===== config.mk =====
export PLATFORM = sky130hd
export DESIGN_NAME = periph_irq_flags
export DESIGN_NICKNAME = d
export VERILOG_FILES = /design/src/rtl/pif_pkg.sv /design/src/rtl/pif_sticky_bit.sv /design/src/rtl/pif_mirror_bit.sv /design/src/rtl/pif_irq_combine.sv /design/src/rtl/periph_irq_flags.sv
export SDC_FILE = /design/constraint.sdc
export NUM_CORES = 1
export LEC_CHECK = 0
export BUFFER_PORTS_ARGS = -buffer_cell sky130_fd_sc_hd__buf_2
export CORE_UTILIZATION = 49
export DETAILED_ROUTE_END_ITERATION = 8
export PLACE_DENSITY = 0.81
export SYNTH_ARGS = -nofsm -noshare
export SYNTH_HDL_FRONTEND = slang
export SYNTH_SLANG_ARGS = --single-unit

===== constraint.sdc =====
create_clock -name clk -period 2.8 [get_ports clk]
set_input_delay 0.28 -clock clk [delete_from_list [all_inputs] [get_ports clk]]
set_output_delay 0.28 -clock clk [all_outputs]
set_load 0.1 [all_outputs]

===== src/rtl/pif_pkg.sv =====
// Package: flag layout shared by the flag register, its cells and its checker.
// Assumes an 8-bit register where the bit positions are decoded by software.
package pif_pkg;
    localparam int REG_W      = 8;
    localparam int N_STICKY   = 4;
    localparam int N_MIRROR   = 2;
    localparam int N_UNUSED   = 2;
    localparam int FLAG_ADDR  = 0;
    localparam int EN_ADDR    = 1;

    // Positions of the sticky flags: A/D done, serial done, period match, overflow.
    localparam int STICKY_POS [N_STICKY] = '{6, 3, 1, 0};
    // Positions of the mirrors: receive full, transmit empty.
    localparam int MIRROR_POS [N_MIRROR] = '{5, 4};
    // Positions that are not implemented.
    localparam int UNUSED_POS [N_UNUSED] = '{7, 2};

    // Mask of the bits that take part in the interrupt request.
    localparam logic [REG_W-1:0] IMPL_MASK = 8'b0111_1011;
endpackage


===== src/rtl/pif_sticky_bit.sv =====
// Module: one sticky interrupt flag.
// A hardware event sets the bit. A software write loads it from the bus data.
// Assumes the event is a single-cycle pulse. The event has priority over the write.
module pif_sticky_bit (
    input  logic clk,
    input  logic rst_n,
    input  logic set_ev,
    input  logic wr_en,
    input  logic wr_bit,
    output logic q
);
    // Latch the event, else take the software value, else hold.
    always_ff @(posedge clk) begin
        if (!rst_n)
            q <= 1'b0;
        else if (set_ev)
            q <= 1'b1;
        else if (wr_en)
            q <= wr_bit;
    end
endmodule


===== src/rtl/pif_mirror_bit.sv =====
// Module: a read-only flag that follows a peripheral status level.
// Assumes the status input is synchronous to clk. One register stage is added.
module pif_mirror_bit (
    input  logic clk,
    input  logic rst_n,
    input  logic src,
    output logic q
);
    // Sample the peripheral level every cycle.
    always_ff @(posedge clk) begin
        if (!rst_n)
            q <= 1'b0;
        else
            q <= src;
    end
endmodule


===== src/rtl/pif_irq_combine.sv =====
// Module: masked OR of the flags into a single request, gated by a global enable.
// Assumes that IMPL_MASK excludes the unused bit positions.
module pif_irq_combine #(
    parameter int               W         = 8,
    parameter logic [W-1:0]     IMPL_MASK = '1
) (
    input  logic [W-1:0] flags,
    input  logic [W-1:0] enables,
    input  logic         global_en,
    output logic         irq
);
    // Combine the enabled flags into the request.
    always_comb begin
        irq = global_en & (|(flags & enables & IMPL_MASK));
    end
endmodule


===== src/rtl/periph_irq_flags.sv =====
// Module: peripheral interrupt flag register with enable mask and combined request.
// Address FLAG_ADDR holds the flags and address EN_ADDR holds the enables.
// Assumes a single-cycle write strobe and a combinational read path.
// Reset is synchronous and active low.
module periph_irq_flags
    import pif_pkg::*;
#(
    parameter int ADDR_W = 1
) (
    input  logic              clk,
    input  logic              rst_n,
    input  logic [ADDR_W-1:0] bus_addr,
    input  logic              bus_wr,
    input  logic [REG_W-1:0]  bus_wdata,
    output logic [REG_W-1:0]  bus_rdata,
    input  logic              ev_adc_done,
    input  logic              ev_ssp_done,
    input  logic              ev_tmr_match,
    input  logic              ev_tmr_ovf,
    input  logic              rx_buf_full,
    input  logic              tx_buf_empty,
    input  logic              global_en,
    output logic              irq
);
    localparam logic [ADDR_W-1:0] A_FLAG = ADDR_W'(FLAG_ADDR);
    localparam logic [ADDR_W-1:0] A_EN   = ADDR_W'(EN_ADDR);

    logic                 wr_flag;
    logic                 wr_en_reg;
    logic [N_STICKY-1:0]  ev_vec;
    logic [N_MIRROR-1:0]  st_vec;
    logic [REG_W-1:0]     flag_q;
    logic [REG_W-1:0]     en_q;

    // Decode the write strobe per register.
    always_comb begin
        wr_flag   = bus_wr && (bus_addr == A_FLAG);
        wr_en_reg = bus_wr && (bus_addr == A_EN);
    end

    // Order the event and status inputs to match the package position tables.
    always_comb begin
        ev_vec = {ev_tmr_ovf, ev_tmr_match, ev_ssp_done, ev_adc_done};
        st_vec = {tx_buf_empty, rx_buf_full};
    end

    // One sticky cell per event flag.
    for (genvar k = 0; k < N_STICKY; k++) begin : g_sticky
        pif_sticky_bit u_bit (
            .clk    (clk),
            .rst_n  (rst_n),
            .set_ev (ev_vec[k]),
            .wr_en  (wr_flag),
            .wr_bit (bus_wdata[STICKY_POS[k]]),
            .q      (flag_q[STICKY_POS[k]])
        );
    end

    // One mirror cell per buffer-state flag. Bus writes never reach these cells.
    for (genvar m = 0; m < N_MIRROR; m++) begin : g_mirror
        pif_mirror_bit u_bit (
            .clk   (clk),
            .rst_n (rst_n),
            .src   (st_vec[m]),
            .q     (flag_q[MIRROR_POS[m]])
        );
    end

    // Tie the unimplemented positions to 0.
    for (genvar u = 0; u < N_UNUSED; u++) begin : g_unused
        assign flag_q[UNUSED_POS[u]] = 1'b0;
    end

    // Enable mask register, all bits writable.
    always_ff @(posedge clk) begin
        if (!rst_n)
            en_q <= '0;
        else if (wr_en_reg)
            en_q <= bus_wdata;
    end

    // Read mux.
    always_comb begin
        if (bus_addr == A_EN)
            bus_rdata = en_q;
        else if (bus_addr == A_FLAG)
            bus_rdata = flag_q;
        else
            bus_rdata = '0;
    end

    pif_irq_combine #(
        .W         (REG_W),
        .IMPL_MASK (IMPL_MASK)
    ) u_irq (
        .flags     (flag_q),
        .enables   (en_q),
        .global_en (global_en),
        .irq       (irq)
    );
endmodule


==> reports/metrics.csv, run 1 <==
stage,metric,value,unit
synthesis,main area contributors after synthesis,"dfxtp_1, mux2_2, mux2_4",
synthesis,yosys warns,0,
clock_tree,CTS Buffer Depth,2,
place,placed inst area,811,um2
floorplan,Core ar.,0.00130,mm2
clock_tree,Post-CTS Resized,0,
routing,DR vias/cell,5.14,
min_path,worst hold endpoint,g_mirror[0].u_bit.q,
synthesis,synthesized flop and latch total,14,
synthesis,post-synthesis cell count,68,
outcome,status,completed,
floorplan,chip width,39.5,um
synthesis,ys flop type,dfxtp_1,
timing,max-slew violation count,0,
global_route,GRT Util Overall,0.183,
global_route,largest net degree at the start of global routing,20,
setup_path,"Req. time, crit path",2520,ps
synthesis,syn_nets,87,
place,Port Buffers,27,
floorplan,die height,39.5,um
clock_tree,Inserted Clock Buffers,3,
timing,min cycle time layout,1630,ps
final_layout,proportion of layout cells with a drive suffix above 1,0.447,
min_path,hold path startpoint,rx_buf_full,
timing,Tcrit/Tclk final,0.581,
synthesis,post-synthesis sequential area ratio,0.407,
clock_tree,hold_buf cts,0,
synthesis,Post-synth ARST share,0,
setup_path,Crit Path Max Fanout,3,
routing,via count,560,
final_layout,P&R area growth vs syn,21.1,%
synthesis,synthesized cell area,688,um2
setup_path,capturing element type of the critical path,output port,
routing,1st-pass router iterations,2,
clock_tree,# clock sinks,14,
synthesis,post-synthesis cell type count,17,
setup_path,origin of the critical flop-to-flop path,g_sticky[1].u_bit.q,
timing,Worst Tran Pin Value,486,ps
timing,Setup TNS,0,ps
pwr,pwr/cell area,540,mW/mm2
setup_path,reg2reg path depth,2,
setup_path,Startpoint Class,register,
job,# Max-Cap Violations,0,
routing,DRC viols,0,
timing,Fin. Hold Viols,0,
final_layout,final net count,115,
setup_path,crit path kind,register to output port,
floorplan,die area,0.00156,mm2
synthesis,cell with the most instances after synthesis,dfxtp_1,
min_path,worst hold path stage count,2,
routing,drt wl/cell,11.2,um
clock_tree,H-tree depth,1,
global_route,initial antenna violation count,0,
setup_path,Critical R2R Capture,g_sticky[1].u_bit.q,
routing,DRT antenna net count,0,
global_route,first-pass GRT wire length,1900,um
place,Final GP Congestion,0.735,
clock_tree,Post CTS Setup Buffer Count,0,
synthesis,area share of the largest cell type after synthesis,0.407,
timing,Max-slew headroom,0.678,
synthesis,largest area contributor in the netlist,dfxtp_1,
place,Cells after DPL,106,
final_layout,Final Cell Area,833,um2
synthesis,Post-synth top cells,"dfxtp_1, nand2_1, nand3_1",
setup_path,Crit path arrival time,1350,ps
routing,1st-iter DRT viols,2,
timing,Final WS setup,1170,ps
timing,f_max,615,MHz
final_layout,Util after Layout,0.640,
pwr,worst vdd ir,0.320,mV
clock_tree,Worst-path clk slew,80,ps
floorplan,Starting Density,0.529,
pwr,Leak Pwr,0.389,nW
timing,RSZ-0062 raised after global routing,false,
final_layout,final std cells w/o fill,109,
place,"worst slack, placed",1260,ps
final_layout,Inserted Diodes,0,
global_route,vias in the first global route,471,
synthesis,"EDFF count, synth",0,
timing,clk_skew,0,ps
floorplan,row count,13,
timing,final setup vio count,0,
clock_tree,Worst-Skew Late Latency,260,ps
global_route,total gr overflow,0,
setup_path,r2r setup slk,1940,ps
clock_tree,CTS root buf,clkbuf_4,
routing,Post-Route WL,1220,um
synthesis,post-synthesis average cell area,10.1,um2
floorplan,IO Count,28,
clock_tree,CTS tree,done,
min_path,Hold/Removal Path Class,input pin to register,
## registers in the layout, summed over array words and instances, names as in the netlist
name              count
g_sticky.u_bit.q      4
en_q                  8
g_mirror.u_bit.q      2
## how the worst max path moves through the flow
stage              endpoint  slack [ps]                start
2_1_floorplan           irq         440              en_q[3]
6_report                irq        1170  g_sticky[2].u_bit.q
3_3_place_gp   bus_rdata[3]        1260             bus_addr
3_5_place_dp   bus_rdata[5]        1260             bus_addr
4_1_cts                 irq        1140  g_sticky[2].u_bit.q
5_1_grt                 irq        1080  g_sticky[2].u_bit.q
## logic make-up after synthesis
family,count (synthesis),synth area share
multiplexers,10,0.185
AO/OA/AOI/OAI,16,0.173
AND/OR/NAND/NOR,23,0.184
flip-flops,14,0.407
buffers and inverters,5,0.0509
## layout by cell type, fill, tap and decap left out, types with 3 or more instances in the layout
cell type	n
a21boi_0	6
a22oi_1	3
and2_1	4
buf_2	27
clkbuf_4	3
dfxtp_1	14
mux2_2	6
mux2_4	4
nand2_1	9
nand3_1	8
o21a_1	4
## per-stage QoR
| stage | power, mW | hold WS, ps |
|---|---|---|
| floorplan | 0.325 | 404 |
| global placement | 0.347 | 445 |
| detailed placement | 0.349 | 460 |
| CTS | 0.457 | 199 |
| global route | 0.473 | 212 |
| finish | 0.450 | 212 |
## final cells by class
cell class	instances	area (um2)
Fill cell	122	468
Multi-Input combinational cell	49	373
Sequential cell	14	280
Timing Repair Buffer	27	135
Clock buffer	3	22.5
Tap cell	15	18.8
Inverter	1	3.75
## critical path: stages (launching register included)
cell,delay (ps)
dfxtp_1,350
a22oi_1,110
a31oi_1,170
buf_2,440
## per-layer routing
layer | GRT usage | vias to the layer above | routed length [um]
li1 | - | 294 | -
met1 | 0.244 | 247 | 571
met2 | 0.283 | 17 | 571
met3 | 0.0341 | 2 | 72
met4 | 0.0776 | 0 | 6
met5 | 0 | - | 0
## where the power goes
group	total (mW)	internal, mW	switching, mW	leakage (nW)
logic	0.126	0.0398	0.0862	0.259
clock network	0.107	0.0497	0.0571	0.0138
registers	0.217	0.210	0.00690	0.116
total	0.450	0.300	0.150	0.389
Power figures use the tool's default switching activity.
==> inputs of run 2 (changes only) <==
Settings changed: CORE_UTILIZATION 49 to 45, PLACE_DENSITY 0.81 to 0.75.
Clock period 2.8 ns to 1.5 ns, I/O delays scaled along.
==> run 2 against run 1 <==
Combinational power up 100%. Die area grew 8.4%. Design area up 11%. Sequential cell count did not move. Register-to-register slack worse by 1300 ps. Sequential share of layout area fell by 3.2 points. Setup slack worse by 1100 ps. Cell count increased by 2.8%.
==> reports/metrics.csv, run 2 (synthesis gave the netlist of run 1 again) <==
stage,metric,value,unit,change
outcome,status,completed,,unchanged
job,# Max-Cap Violations,0,,unchanged
final_layout,max reg flops,8,,unchanged
setup_path,Crit path arrival time,1260,ps,was 1350 ps
place,Port Buffers,27,,unchanged
routing,via count,606,,was 560
final_layout,largest reg by FF count,en_q,,unchanged
clock_tree,Worst-Skew Late Latency,280,ps,was 260 ps
min_path,Hold/Removal Path Class,input pin to register,,unchanged
timing,min cycle time layout,1410,ps,
final_layout,Top Registers,"en_q x8, g_sticky.u_bit.q x4, g_mirror.u_bit.q x2",,unchanged
clock_tree,CTS root buf,clkbuf_4,,unchanged
setup_path,"Req. time, crit path",1350,ps,was 2520 ps
floorplan,Starting Density,0.504,,was 0.529
floorplan,die height,41.1,um,was 39.5 um
global_route,GRT Util Overall,0.189,,was 0.183
final_layout,final net count,117,,was 115
timing,final setup vio count,0,,unchanged
clock_tree,# clock sinks,14,,unchanged
global_route,vias in the first global route,483,,was 471
clock_tree,Worst-path clk slew,90,ps,was 80 ps
final_layout,final std cells w/o fill,112,,was 109
clock_tree,CTS Buffer Depth,2,,unchanged
setup_path,crit path kind,register to output port,,unchanged
timing,Tcrit/Tclk final,0.942,,
routing,DRC viols,0,,unchanged
routing,1st-iter DRT viols,3,,was 2
floorplan,Core ar.,0.00137,mm2,was 0.00130 mm2
place,Final GP Congestion,0.694,,was 0.735
routing,DRT antenna net count,0,,unchanged
timing,Worst Tran Pin Value,487,ps,was 486 ps
clock_tree,Post-CTS Resized,0,,unchanged
timing,max-slew violation count,0,,unchanged
clock_tree,Post CTS Setup Buffer Count,0,,unchanged
setup_path,capturing element type of the critical path,output port,,unchanged
floorplan,row count,13,,unchanged
floorplan,die area,0.00169,mm2,was 0.00156 mm2
pwr,Leak Pwr,0.415,nW,was 0.389 nW
final_layout,most frequent cells in the layout,"buf_2, dfxtp_1, nand2_1",,unchanged
routing,DR vias/cell,5.41,,was 5.14
routing,drt wl/cell,12.7,um,was 11.2 um
global_route,initial antenna violation count,0,,unchanged
global_route,first-pass GRT wire length,2040,um,was 1900 um
routing,1st-pass router iterations,4,,was 2
place,Cells after DPL,108,,was 106
setup_path,slowest cell on the critical path,dfxtp_1,,was buf_2
global_route,total gr overflow,0,,unchanged
timing,f_max,708,MHz,
pwr,worst vdd ir,0.626,mV,was 0.320 mV
clock_tree,CTS tree,done,,unchanged
final_layout,"commonest non-fill, non-tap cell in the layout",buf_2,,unchanged
final_layout,P&R area growth vs syn,34.0,%,was 21.1%
setup_path,Crit Path Max Fanout,3,,unchanged
timing,RSZ-0062 raised after global routing,false,,unchanged
setup_path,"slowest stage delay, CP",330,ps,was 440 ps
final_layout,layout filler cell count,120,,was 122
timing,Fin. Hold Viols,0,,unchanged
routing,Post-Route WL,1430,um,was 1220 um
timing,Max-slew headroom,0.678,,about the same
final_layout,Inserted Diodes,0,,unchanged
global_route,largest net degree at the start of global routing,17,,was 20
setup_path,origin of the critical flop-to-flop path,g_sticky[1].u_bit.q,,unchanged
setup_path,start point of the critical path,g_sticky[3].u_bit.q,,was g_sticky[2].u_bit.q
clock_tree,hold_buf cts,0,,unchanged
floorplan,IO Count,28,,unchanged
clock_tree,Inserted Clock Buffers,3,,unchanged
setup_path,Startpoint Class,register,,unchanged
place,post-DP HPWL,1090,um,
timing,clk_skew,0,ps,unchanged
timing,Setup TNS,0,ps,unchanged
pwr,pwr/cell area,1020,mW/mm2,was 540 mW/mm2
final_layout,proportion of layout cells with a drive suffix above 1,0.474,,was 0.447
setup_path,CP Cell Sequence,"a22oi_1, a31oi_4, buf_12",,"was a22oi_1, a31oi_1, buf_2"
clock_tree,H-tree depth,1,,unchanged
min_path,hold path startpoint,rx_buf_full,,unchanged
floorplan,chip width,41.1,um,was 39.5 um
[run 2: changes by cell type in the layout (fill, tap and decap cells not counted), sizes merged]
cell / delta
buf: +2
clkbuf: +1
[run 2: worst paths after layout]
kind,slack [ps],endpoint,cells past startpoint
max,90,irq,3
min,70,g_mirror[0].u_bit.q,2
max reg2reg,630,g_sticky[1].u_bit.q,2
min reg2reg,460,en_q[2],2
[run 2: critical path, delay by kind of cell, from the launching register on]
family | cells | cell delay (ps)
AOI/OAI and AO/OA | 2 | 460
buffers and inverters | 1 | 190
DFF | 1 | 330
[run 2: routing by layer]
metal  global-route usage  wire length (um)
met1                0.213               595
met2                0.336               744
met3               0.0489                67
met4               0.0726                19
met5                    0                 0
[run 2: power by group]
part           switching [mW]  internal, mW
Combinational           0.168        0.0889
Clock                   0.127         0.148
Sequential             0.0146         0.393
[run 2: area by class of cell]
class | instances | area (um2) | area share
multi-input cells | 49 | 388 | 0.421
flip-flops and latches | 14 | 280 | 0.304
inverters | 1 | 3.75 | 0.00407
well taps | 15 | 18.8 | 0.0204
repair buffers | 29 | 195 | 0.212
clock buffers | 4 | 36.3 | 0.0393
[run 2: metrics by stage]
step / utilization / instance area [um2] / worst slack (ps) / total power [mW] / hold slack (ps)
2_1_floorplan: - / 703 / 136 / 0.611 / 274
3_3_place_gp: 0.648 / 886 / 251 / 0.668 / 356
3_5_place_dp: 0.648 / 886 / 223 / 0.674 / 363
4_1_cts: 0.675 / 922 / 76.7 / 0.947 / 63.2
5_1_grt: 0.675 / 922 / 31.6 / 0.977 / 58.7
6_report: 0.675 / 922 / 86.6 / 0.939 / 66.0
==> inputs of run 3 (changes only) <==
Settings changed: RECOVER_POWER set to 25.
==> run 3 against run 2 <==
Utilization is 0.091 points lower. Combinational power hardly changed. Design area is 0.14% lower. Critical endpoint unchanged. Sequential share of layout area hardly changed. Fmax is 0.21% higher. Global-route usage stayed put.
==> reports/metrics.csv, run 3 (synthesis gave the netlist of run 1 again) <==
stage,metric,value,unit,change
outcome,status,completed,,unchanged
final_layout,P&R area growth vs syn,33.8,%,was 34.0%
setup_path,Crit Path Max Fanout,3,,unchanged
routing,DR vias/cell,5.46,,was 5.41
place,Port Buffers,27,,unchanged
final_layout,largest reg by FF count,en_q,,unchanged
clock_tree,CTS tree,done,,unchanged
clock_tree,Post CTS Setup Buffer Count,0,,unchanged
place,placed inst area,886,um2,unchanged
timing,Final WS setup,89.5,ps,was 86.6 ps
clock_tree,Post-CTS Resized,0,,unchanged
clock_tree,Worst-path clk slew,90,ps,about the same
clock_tree,hold_buf cts,0,,unchanged
timing,Worst Tran Pin Value,523,ps,was 487 ps
routing,via count,612,,was 606
clock_tree,Worst-Skew Late Latency,280,ps,about the same
timing,final setup vio count,0,,unchanged
job,# Max-Cap Violations,0,,unchanged
timing,RSZ-0062 raised after global routing,false,,unchanged
floorplan,Starting Density,0.504,,unchanged
final_layout,proportion of layout cells with a drive suffix above 1,0.464,,was 0.474
setup_path,CP Cell Sequence,"a22oi_1, a31oi_4, buf_12",,unchanged
timing,Fin. Hold Viols,0,,unchanged
min_path,worst hold path stage count,2,,unchanged
timing,min cycle time layout,1410,ps,about the same
final_layout,Inserted Diodes,0,,unchanged
floorplan,die area,0.00169,mm2,unchanged
setup_path,Crit path arrival time,1260,ps,about the same
global_route,initial antenna violation count,0,,unchanged
pwr,pwr/cell area,1020,mW/mm2,about the same
floorplan,row count,13,,unchanged
final_layout,final std cells w/o fill,112,,unchanged
place,Final GP Congestion,0.694,,unchanged
final_layout,Util after Layout,0.674,,was 0.675
routing,1st-iter DRT viols,3,,unchanged
final_layout,most frequent cells in the layout,"buf_2, dfxtp_1, nand2_1",,unchanged
setup_path,Startpoint Class,register,,unchanged
pwr,worst vdd ir,0.625,mV,was 0.626 mV
global_route,first-pass GRT wire length,2040,um,unchanged
setup_path,Critical R2R Capture,g_sticky[1].u_bit.q,,unchanged
routing,1st-pass router iterations,4,,unchanged
clock_tree,CTS Buffer Depth,2,,unchanged
setup_path,r2r setup slk,630,ps,about the same
place,"worst slack, placed",223,ps,unchanged
timing,max-slew violation count,0,,unchanged
setup_path,"slowest stage delay, CP",330,ps,about the same
global_route,vias in the first global route,483,,unchanged
clock_tree,Inserted Clock Buffers,3,,unchanged
final_layout,Top Registers,"en_q x8, g_sticky.u_bit.q x4, g_mirror.u_bit.q x2",,unchanged
setup_path,crit path kind,register to output port,,unchanged
clock_tree,# clock sinks,14,,unchanged
clock_tree,CTS root buf,clkbuf_4,,unchanged
setup_path,slowest cell on the critical path,dfxtp_1,,unchanged
floorplan,Core ar.,0.00137,mm2,unchanged
setup_path,"Req. time, crit path",1350,ps,about the same
final_layout,"commonest non-fill, non-tap cell in the layout",buf_2,,unchanged
global_route,total gr overflow,0,,unchanged
clock_tree,H-tree depth,1,,unchanged
timing,Setup TNS,0,ps,unchanged
global_route,largest net degree at the start of global routing,17,,unchanged
setup_path,origin of the critical flop-to-flop path,g_sticky[1].u_bit.q,,unchanged
min_path,hold path startpoint,rx_buf_full,,unchanged
min_path,Hold/Removal Path Class,input pin to register,,unchanged
timing,Max-slew headroom,0.651,,was 0.678
routing,Post-Route WL,1430,um,about the same
final_layout,Final Cell Area,921,um2,was 922 um2
global_route,GRT Util Overall,0.189,,unchanged
min_path,worst hold endpoint,g_mirror[0].u_bit.q,,unchanged
timing,clk_skew,0,ps,unchanged
timing,Tcrit/Tclk final,0.940,,was 0.942
setup_path,capturing element type of the critical path,output port,,unchanged
routing,drt wl/cell,12.8,um,was 12.7 um
place,post-DP HPWL,1090,um,unchanged
final_layout,max reg flops,8,,unchanged
routing,DRT antenna net count,0,,unchanged
timing,f_max,709,MHz,was 708 MHz
setup_path,reg2reg path depth,2,,unchanged
place,Cells after DPL,108,,unchanged
floorplan,chip width,41.1,um,unchanged
routing,DRC viols,0,,unchanged
floorplan,die height,41.1,um,unchanged
pwr,Leak Pwr,0.412,nW,was 0.415 nW
final_layout,final net count,117,,unchanged
floorplan,IO Count,28,,unchanged
-- run 3: worst max-delay path by stage --
stage	start	slack, ps	depth (start not counted)	end
after floorplan	bus_addr	140	3	bus_rdata[2]
after global placement	bus_addr	250	3	bus_rdata[1]
after detailed placement	bus_addr	220	3	bus_rdata[3]
after CTS	g_sticky[1].u_bit.q	80	2	bus_rdata[3]
after global routing	g_sticky[3].u_bit.q	30	3	irq
final	g_sticky[3].u_bit.q	90	3	irq
-- run 3: layout make-up --
type	instances	area, um2
clock buffer	4	36.3
fill	121	445
inverter	1	3.75
multi-input combinational	49	388
sequential	14	280
tap	15	18.8
timing repair buffer	29	194
-- run 3: report_power, final --
part | internal, mW | total, mW | switching [mW] | leakage (nW)
sequential | 0.393 | 0.407 | 0.0146 | 0.116
clock | 0.148 | 0.274 | 0.126 | 0.0210
combinational | 0.0884 | 0.256 | 0.168 | 0.275
-- run 3: critical path, delay by kind of cell, from the launching register on --
kind | cells | cell delay [ps]
flops | 1 | 330
compound gates | 2 | 460
buf+inv | 1 | 190
-- run 3: through the flow --
| stage | power, mW | hold slack, ps |
|---|---|---|
| after floorplan | 0.611 | 274 |
| after global placement | 0.668 | 356 |
| after detailed placement | 0.674 | 363 |
| after CTS | 0.947 | 63.2 |
| after global routing | 0.977 | 58.7 |
| final | 0.937 | 66.5 |
-- run 3: layer usage --
metal	share of wire	GRT usage
met3	0.047	0.0489
met4	0.013	0.0726
met1	0.42	0.213
met2	0.52	0.336
met5	0	0
